File: src/rtl/whdiv_pkg.sv
package whdiv_pkg;
  localparam int CFG_W     = 32;
  localparam int FIELD_MAX = 4;
  localparam int WAIT_LSB  = 16;
  localparam int HOLD_LSB  = 20;
  localparam int BYP_BIT   = 24;
  localparam int APPLY_BIT = 25;

  // strobes from control to datapath
  typedef struct packed {
    logic                 load;
    logic [FIELD_MAX-1:0] waitVal;
    logic [FIELD_MAX-1:0] holdVal;
  } divCmd_t;
endpackage

File: src/rtl/whdiv_dp.sv
module whdiv_dp
  import whdiv_pkg::*;
#(
  parameter int CNT_W = 4
) (
  input  logic    clkIn,
  input  logic    rstN,
  input  divCmd_t cmd,
  output logic    divOut,
  output logic    periodEnd
);
  logic [CNT_W-1:0] actWait;
  logic [CNT_W-1:0] actHold;
  logic [CNT_W-1:0] phaseCnt;
  logic lowDone;
  logic highDone;

  assign lowDone   = !divOut && (phaseCnt == actHold);
  assign highDone  = divOut && (phaseCnt == actWait);
  assign periodEnd = lowDone;

  always_ff @(posedge clkIn or negedge rstN) begin
    if (!rstN) begin
      divOut   <= 1'b0;
      phaseCnt <= '0;
      actWait  <= '0;
      actHold  <= '0;
    end else if (lowDone) begin
      divOut   <= 1'b1;
      phaseCnt <= '0;
      if (cmd.load) begin
        actWait <= cmd.waitVal[CNT_W-1:0];
        actHold <= cmd.holdVal[CNT_W-1:0];
      end
    end else if (highDone) begin
      divOut   <= 1'b0;
      phaseCnt <= '0;
    end else begin
      phaseCnt <= phaseCnt + 1'b1;
    end
  end


  cnt_high_range_chk: assert property (@(posedge clkIn) disable iff (!rstN)
    divOut |-> (phaseCnt <= actWait));

  cnt_low_range_chk: assert property (@(posedge clkIn) disable iff (!rstN)
    !divOut |-> (phaseCnt <= actHold));

  counts_at_boundary_chk: assert property (@(posedge clkIn) disable iff (!rstN)
    (!$stable(actWait) || !$stable(actHold)) |-> $rose(divOut));
endmodule

File: src/rtl/whdiv_ctrl.sv
module whdiv_ctrl
  import whdiv_pkg::*;
#(
  parameter int CNT_W = 4
) (
  input  logic             clkIn,
  input  logic             rstN,
  input  logic             cfgWrEn,
  input  logic [CFG_W-1:0] cfgWrData,
  input  logic             periodEnd,
  input  logic             divOut,
  output divCmd_t          cmd,
  output logic             bypassSel,
  output logic [CFG_W-1:0] cfgRdData
);
  logic [CNT_W-1:0] shWait;
  logic [CNT_W-1:0] shHold;
  logic bypassReq;
  logic pending;

  always_ff @(posedge clkIn or negedge rstN) begin
    if (!rstN) begin
      shWait    <= '0;
      shHold    <= '0;
      bypassReq <= 1'b0;
      pending   <= 1'b0;
    end else begin
      if (cfgWrEn) begin
        shWait    <= cfgWrData[WAIT_LSB +: CNT_W];
        shHold    <= cfgWrData[HOLD_LSB +: CNT_W];
        bypassReq <= cfgWrData[BYP_BIT];
      end
      if (cfgWrEn && cfgWrData[APPLY_BIT]) pending <= 1'b1;
      else if (cmd.load)                   pending <= 1'b0;
    end
  end

  // path select moves on the falling edge, only while the divided clock is low
  always_ff @(negedge clkIn or negedge rstN) begin
    if (!rstN)        bypassSel <= 1'b0;
    else if (!divOut) bypassSel <= bypassReq;
  end

  always_comb begin
    cmd         = '0;
    cmd.load    = periodEnd && pending;
    cmd.waitVal[CNT_W-1:0] = shWait;
    cmd.holdVal[CNT_W-1:0] = shHold;
  end

  always_comb begin
    cfgRdData = '0;
    cfgRdData[WAIT_LSB +: CNT_W] = shWait;
    cfgRdData[HOLD_LSB +: CNT_W] = shHold;
    cfgRdData[BYP_BIT]   = bypassReq;
    cfgRdData[APPLY_BIT] = pending;
  end


  apply_sets_pending_chk: assert property (@(posedge clkIn) disable iff (!rstN)
    (cfgWrEn && cfgWrData[APPLY_BIT]) |=> pending);

  pending_clear_at_end_chk: assert property (@(posedge clkIn) disable iff (!rstN)
    $fell(pending) |-> $past(periodEnd));

  bypass_switch_low_chk: assert property (@(negedge clkIn) disable iff (!rstN)
    !$stable(bypassSel) |-> $past(!divOut));
endmodule

File: src/rtl/wait_hold_divider.sv
module wait_hold_divider
  import whdiv_pkg::*;
#(
  parameter int CNT_W = 4
) (
  input  logic        clkIn,
  input  logic        rstN,
  input  logic        cfgWrEn,
  input  logic [31:0] cfgWrData,
  output logic [31:0] cfgRdData,
  output logic        clkOut
);
  divCmd_t cmd;
  logic divOut;
  logic periodEnd;
  logic bypassSel;

  whdiv_ctrl #(.CNT_W(CNT_W)) uCtrl (
    .clkIn(clkIn), .rstN(rstN), .cfgWrEn(cfgWrEn), .cfgWrData(cfgWrData),
    .periodEnd(periodEnd), .divOut(divOut), .cmd(cmd),
    .bypassSel(bypassSel), .cfgRdData(cfgRdData)
  );

  whdiv_dp #(.CNT_W(CNT_W)) uDp (
    .clkIn(clkIn), .rstN(rstN), .cmd(cmd),
    .divOut(divOut), .periodEnd(periodEnd)
  );

  assign clkOut = bypassSel ? clkIn : divOut;
endmodule

File: config.mk
export PLATFORM = sky130hd
export DESIGN_NAME = wait_hold_divider
export DESIGN_NICKNAME = d
export VERILOG_FILES = /design/src/rtl/whdiv_pkg.sv /design/src/rtl/whdiv_dp.sv /design/src/rtl/whdiv_ctrl.sv /design/src/rtl/wait_hold_divider.sv
export SDC_FILE = /design/constraint.sdc
export NUM_CORES = 1
export LEC_CHECK = 0
export ABC_AREA = 1
export ABC_CLOCK_PERIOD_IN_PS = 2400
export BUFFER_PORTS_ARGS = -buffer_cell sky130_fd_sc_hd__buf_2
export CAP_MARGIN = 20
export CELL_PAD_IN_SITES_DETAIL_PLACEMENT = 0
export CELL_PAD_IN_SITES_GLOBAL_PLACEMENT = 1
export CORE_ASPECT_RATIO = 0.5
export CORE_MARGIN = 2
export CORE_UTILIZATION = 35
export DETAILED_ROUTE_END_ITERATION = 8
export PLACE_DENSITY_LB_ADDON = 0.1
export REMOVE_ABC_BUFFERS = 1
export SLEW_MARGIN = 20
export SYNTH_ARGS = -nofsm -noshare
export SYNTH_HDL_FRONTEND = slang
export SYNTH_SLANG_ARGS = --single-unit
File: constraint.sdc
create_clock -name clkIn -period 2.4 [get_ports clkIn]
set_clock_uncertainty 0.15 [all_clocks]
set_input_delay 0.48 -clock clkIn [delete_from_list [all_inputs] [get_ports clkIn]]
set_output_delay 0.48 -clock clkIn [all_outputs]
set_load 0.03 [all_outputs]
# After elaboration in Yosys (flattened, before gate mapping)
# Cells that the tools add are included.
classes:
  mux: 7
  add_sub_neg: 1
  n_eq_ne: 2
  reduce_logical: 8
ops:
  columns: ["op", "n"]
  rows:
  - ["$eq A4 B4 Y1", 2]
  - ["$mux W4", 2]
  - ["$mux W1", 5]
  - ["$add A4 B1 Y4 const B", 1]
  - ["$logic_and A1 B1 Y1", 4]
  - ["$reduce_bool A2 Y1", 2]
  - ["$reduce_and A2 Y1", 1]
  - ["$logic_not A1 Y1", 1]
word_totals:
  out_inout_bits: 33
  in_bits: 35
  ff_bits: 24
  wordCells: 27

# Longest topological paths before layout
depth:
  depth_word: 5
  mapped_depth: 8
  mapped_depth_nobuf: 8

# By module
# Synthesis repeated with hierarchy kept, for this count alone.
unflattened:
  cells_unflattened: 186
  area_unflattened_um2: 1472.7
modules_own_cells:
  columns: ["mod", "seq_area_each_um2", "instances", "cells_per_inst", "area_each_um2"]
  rows:
  - ["whdiv_dp", 325.3, 1, 99, 784.5]
  - ["whdiv_ctrl", 275.3, 1, 83, 673.1]
  - ["wait_hold_divider", 0.0, 1, 4, 15.0]

==> flow_summary.json <==
{
  "start_util": 0.358,
  "synth-edff-count": 0,
  "yosysTopAreaCell": "dfrtp_1",
  "clk_latency_ns": 0.37,
  "overflow": 0,
  "post_cts_buffers": 0,
  "vias": 970,
  "antenna_left": 0,
  "violations": "setup timing",
  "ys.flop_type": "dfrtp_1",
  "rsz0062_at_grt": "yes",
  "yosysUniqueCellTypes": 26,
  "path_buf_inv": 1,
  "synth_top_area_frac": 0.418,
  "hold_class": "input pin to flip-flop",
  "grt_use_total": 0.125,
  "grt_antenna_before_repair": 0,
  "p_total_uw": 1990,
  "rrSetupSlack_ns": 0.35,
  "ys_ff_latch": 24,
  "post-route-util": 0.411,
  "synthCells": 152,
  "powerDensity_mw_per_mm2": 1260,
  "die_y_um": 48.4,
  "p_leak_uw": 0.000836,
  "ios": 68,
  "yosys.area_share.simple": 0.270,
  "crit_fanout": 3,
  "grt_max_degree": 24,
  "critPathMaxStageDelay_ns": 0.42,
  "arrival_ns": 2.31,
  "max_cap_viol_count": 0,
  "yosysMostFrequentCell": "nand2_1",
  "portBuffers": 23,
  "async_reset_ff_frac": 1.00,
  "firstDrtPassIters": 3,
  "critPathTopFamily": "flip-flops",
  "synth_seq_area_share": 0.436,
  "avgRoutedWirePerCell_um": 10.4,
  "cp_cell_sequence": "nand2_1 -> o21ai_1 -> buf_4",
  "setup_viol": 3,
  "status": "finished with violations",
  "clk_pin_slew_worst_paths_ns": 0.09,
  "seq_power_share": 0.343,
  "critPathCaptureType": "output port",
  "cts_tree": "done",
  "synth_compound_area_frac": 0.0254,
  "die_w_um": 92.7,
  "synth_commonest_cells": "nand2_1, buf_4, dfrtp_1",
  "grt_pass1_wl_mm": 4.26,
  "drive_gt1_frac": 0.302,
  "area_delta_synth_final_pct": 14.6,
  "die_area_mm2": 0.00448,
  "power.share.clock": 0.272,
  "drt-total-wl_mm": 2.42,
  "p_comb_frac": 0.385,
  "yosys-mux-area-fraction": 0.0654,
  "switchingPower_uw": 839,
  "fin_nets": 216,
  "synthXorXnorAreaFrac": 0.0127,
  "drt-initial-drc-count": 22,
  "critPathLaunchType": "flip-flop",
  "final_max_slew_viol_count": 0,
  "drc_errors": 0,
  "antenna_cells": 0,
  "gp_congestion": 0.778,
  "p_int_uw": 1150,
  "synthAdderAreaFrac": 0.00908,
  "tns_ns": -0.538,
  "postSynthAreaPerCell_um2": 9.06,
  "core-area_mm2": 0.00384,
  "critPathSlowestCell": "dfrtn_1",
  "hold_viol": 0,
  "setup_slack_ns": -0.538,
  "required_ns": 1.77,
  "synth_area_leaders": "dfrtp_1, buf_4, nand2_1",
  "synth_area_mm2": 0.00138,
  "ir_worst_vdd_mv": 0.370,
  "grt_pass1_vias": 897,
  "rows": 16,
  "yosys_warnings": 0,
  "dp_hpwl_mm": 1.86,
  "critical_path_class": "flip-flop to output port",
  "swShare": 0.421,
  "synth_top_family_by_area": "simple AND/OR/NAND/NOR gates",
  "vias_per_cell": 4.16
}
cell type report:
| class | count | area (um^2) |
|---|---|---|
| fillers | 399 | 2260 |
| multi-input cells | 109 | 609 |
| flip-flops and latches | 24 | 601 |
| repair buffers | 24 | 128 |
| clock buffers | 7 | 90.1 |
| well taps | 54 | 67.6 |
| inverters | 14 | 53.8 |
| clock inverters | 1 | 30.0 |
repair_timing:
action / CTS / global route
hold endpoints to repair: 23 / 0
gates resized for setup: 2 / 0
pin swaps: 1 / 1
hold buffers: 1 / 0
setup endpoints to repair: 3 / 3
layout by cell type, fill, tap and decap left out, drive strengths merged:
cell type / n
a21oi: 2
buf: 24
bufinv: 1
clkbuf: 6
clkinv: 1
conb: 22
dfrtn: 1
dfrtp: 23
dlygate4sd3: 1
ha: 1
inv: 13
mux2: 8
nand2: 48
nand3: 3
nand4: 9
nor2: 8
o21ai: 5
or2: 1
xnor2: 1
xor2: 1
power groups by stage:
stage | combinational [uW] | clock, uW | sequential [uW]
after floorplan | 607 | 40.2 | 686
after detailed placement | 779 | 52.3 | 692
after global placement | 767 | 52.3 | 689
after global routing | 890 | 582 | 711
after CTS | 783 | 556 | 684
final | 766 | 541 | 684
path summary, 6_finish.rpt:
check                                            start                           to  cells past startpoint
max                        uCtrl.bypassSel$_DFFE_NN0N_                       clkOut                      3
min                                      cfgWrData[25]    uCtrl.pending$_DFFE_PN0P_                      3
max reg2reg                     uDp.divOut$_DFFE_PN0P_  uCtrl.bypassSel$_DFFE_NN0N_                      2
min reg2reg                uCtrl.bypassSel$_DFFE_NN0N_  uCtrl.bypassSel$_DFFE_NN0N_                      2
max in group asynchronous                         rstN  uCtrl.bypassSel$_DFFE_NN0N_                      2
min in group asynchronous                         rstN  uCtrl.shWait[2]$_DFFE_PN0P_                      3
layer usage:
| layer | global-route usage | part of all wire | up-vias |
|---|---|---|---|
| met5 | 0 | 0 | - |
| met4 | 0.0539 | 0.0099 | 0 |
| met3 | 0.0545 | 0.070 | 3 |
| met2 | 0.159 | 0.38 | 39 |
| met1 | 0.180 | 0.54 | 437 |
| li1 | - | - | 491 |
sequential cells by signal, indices dropped and copies added, names as in the netlist:
signal,cells
uCtrl.shHold,4
uCtrl.pending,1
uCtrl.bypassSel,1
uCtrl.bypassReq,1
uDp.phaseCnt,4
uCtrl.shWait,4
uDp.actHold,4
uDp.divOut,1
uDp.actWait,4
through the flow:
| stage | cell area (um^2) | instances | hold slack [ns] | setup slack [ns] |
|---|---|---|---|---|
| floorplan | 1260 | 147 | 0.0344 | -0.467 |
| global placement | 1450 | 225 | 0.293 | -0.133 |
| detailed placement | 1450 | 225 | 0.301 | -0.139 |
| CTS | 1580 | 233 | 0.139 | -0.556 |
| global route | 1580 | 233 | 0.137 | -0.627 |
| finish | 1580 | 233 | 0.149 | -0.538 |
worst register-to-register path, delay by kind of cell (launching register included):
kind	cells	cell delay [ns]
AND/OR/NAND/NOR	1	0.07
flip-flops	1	0.44
AO/OA/AOI/OAI	1	0.06
logic make-up after synthesis:
group / after synthesis
other: 1
adder cells (fa/ha/maj): 1
AND/OR/NAND/NOR: 69
buffers and inverters: 40
flip-flops: 24
AO/OA/AOI/OAI: 7
XOR/XNOR: 2
multiplexers: 8
(Power assumes the default switching activity.)
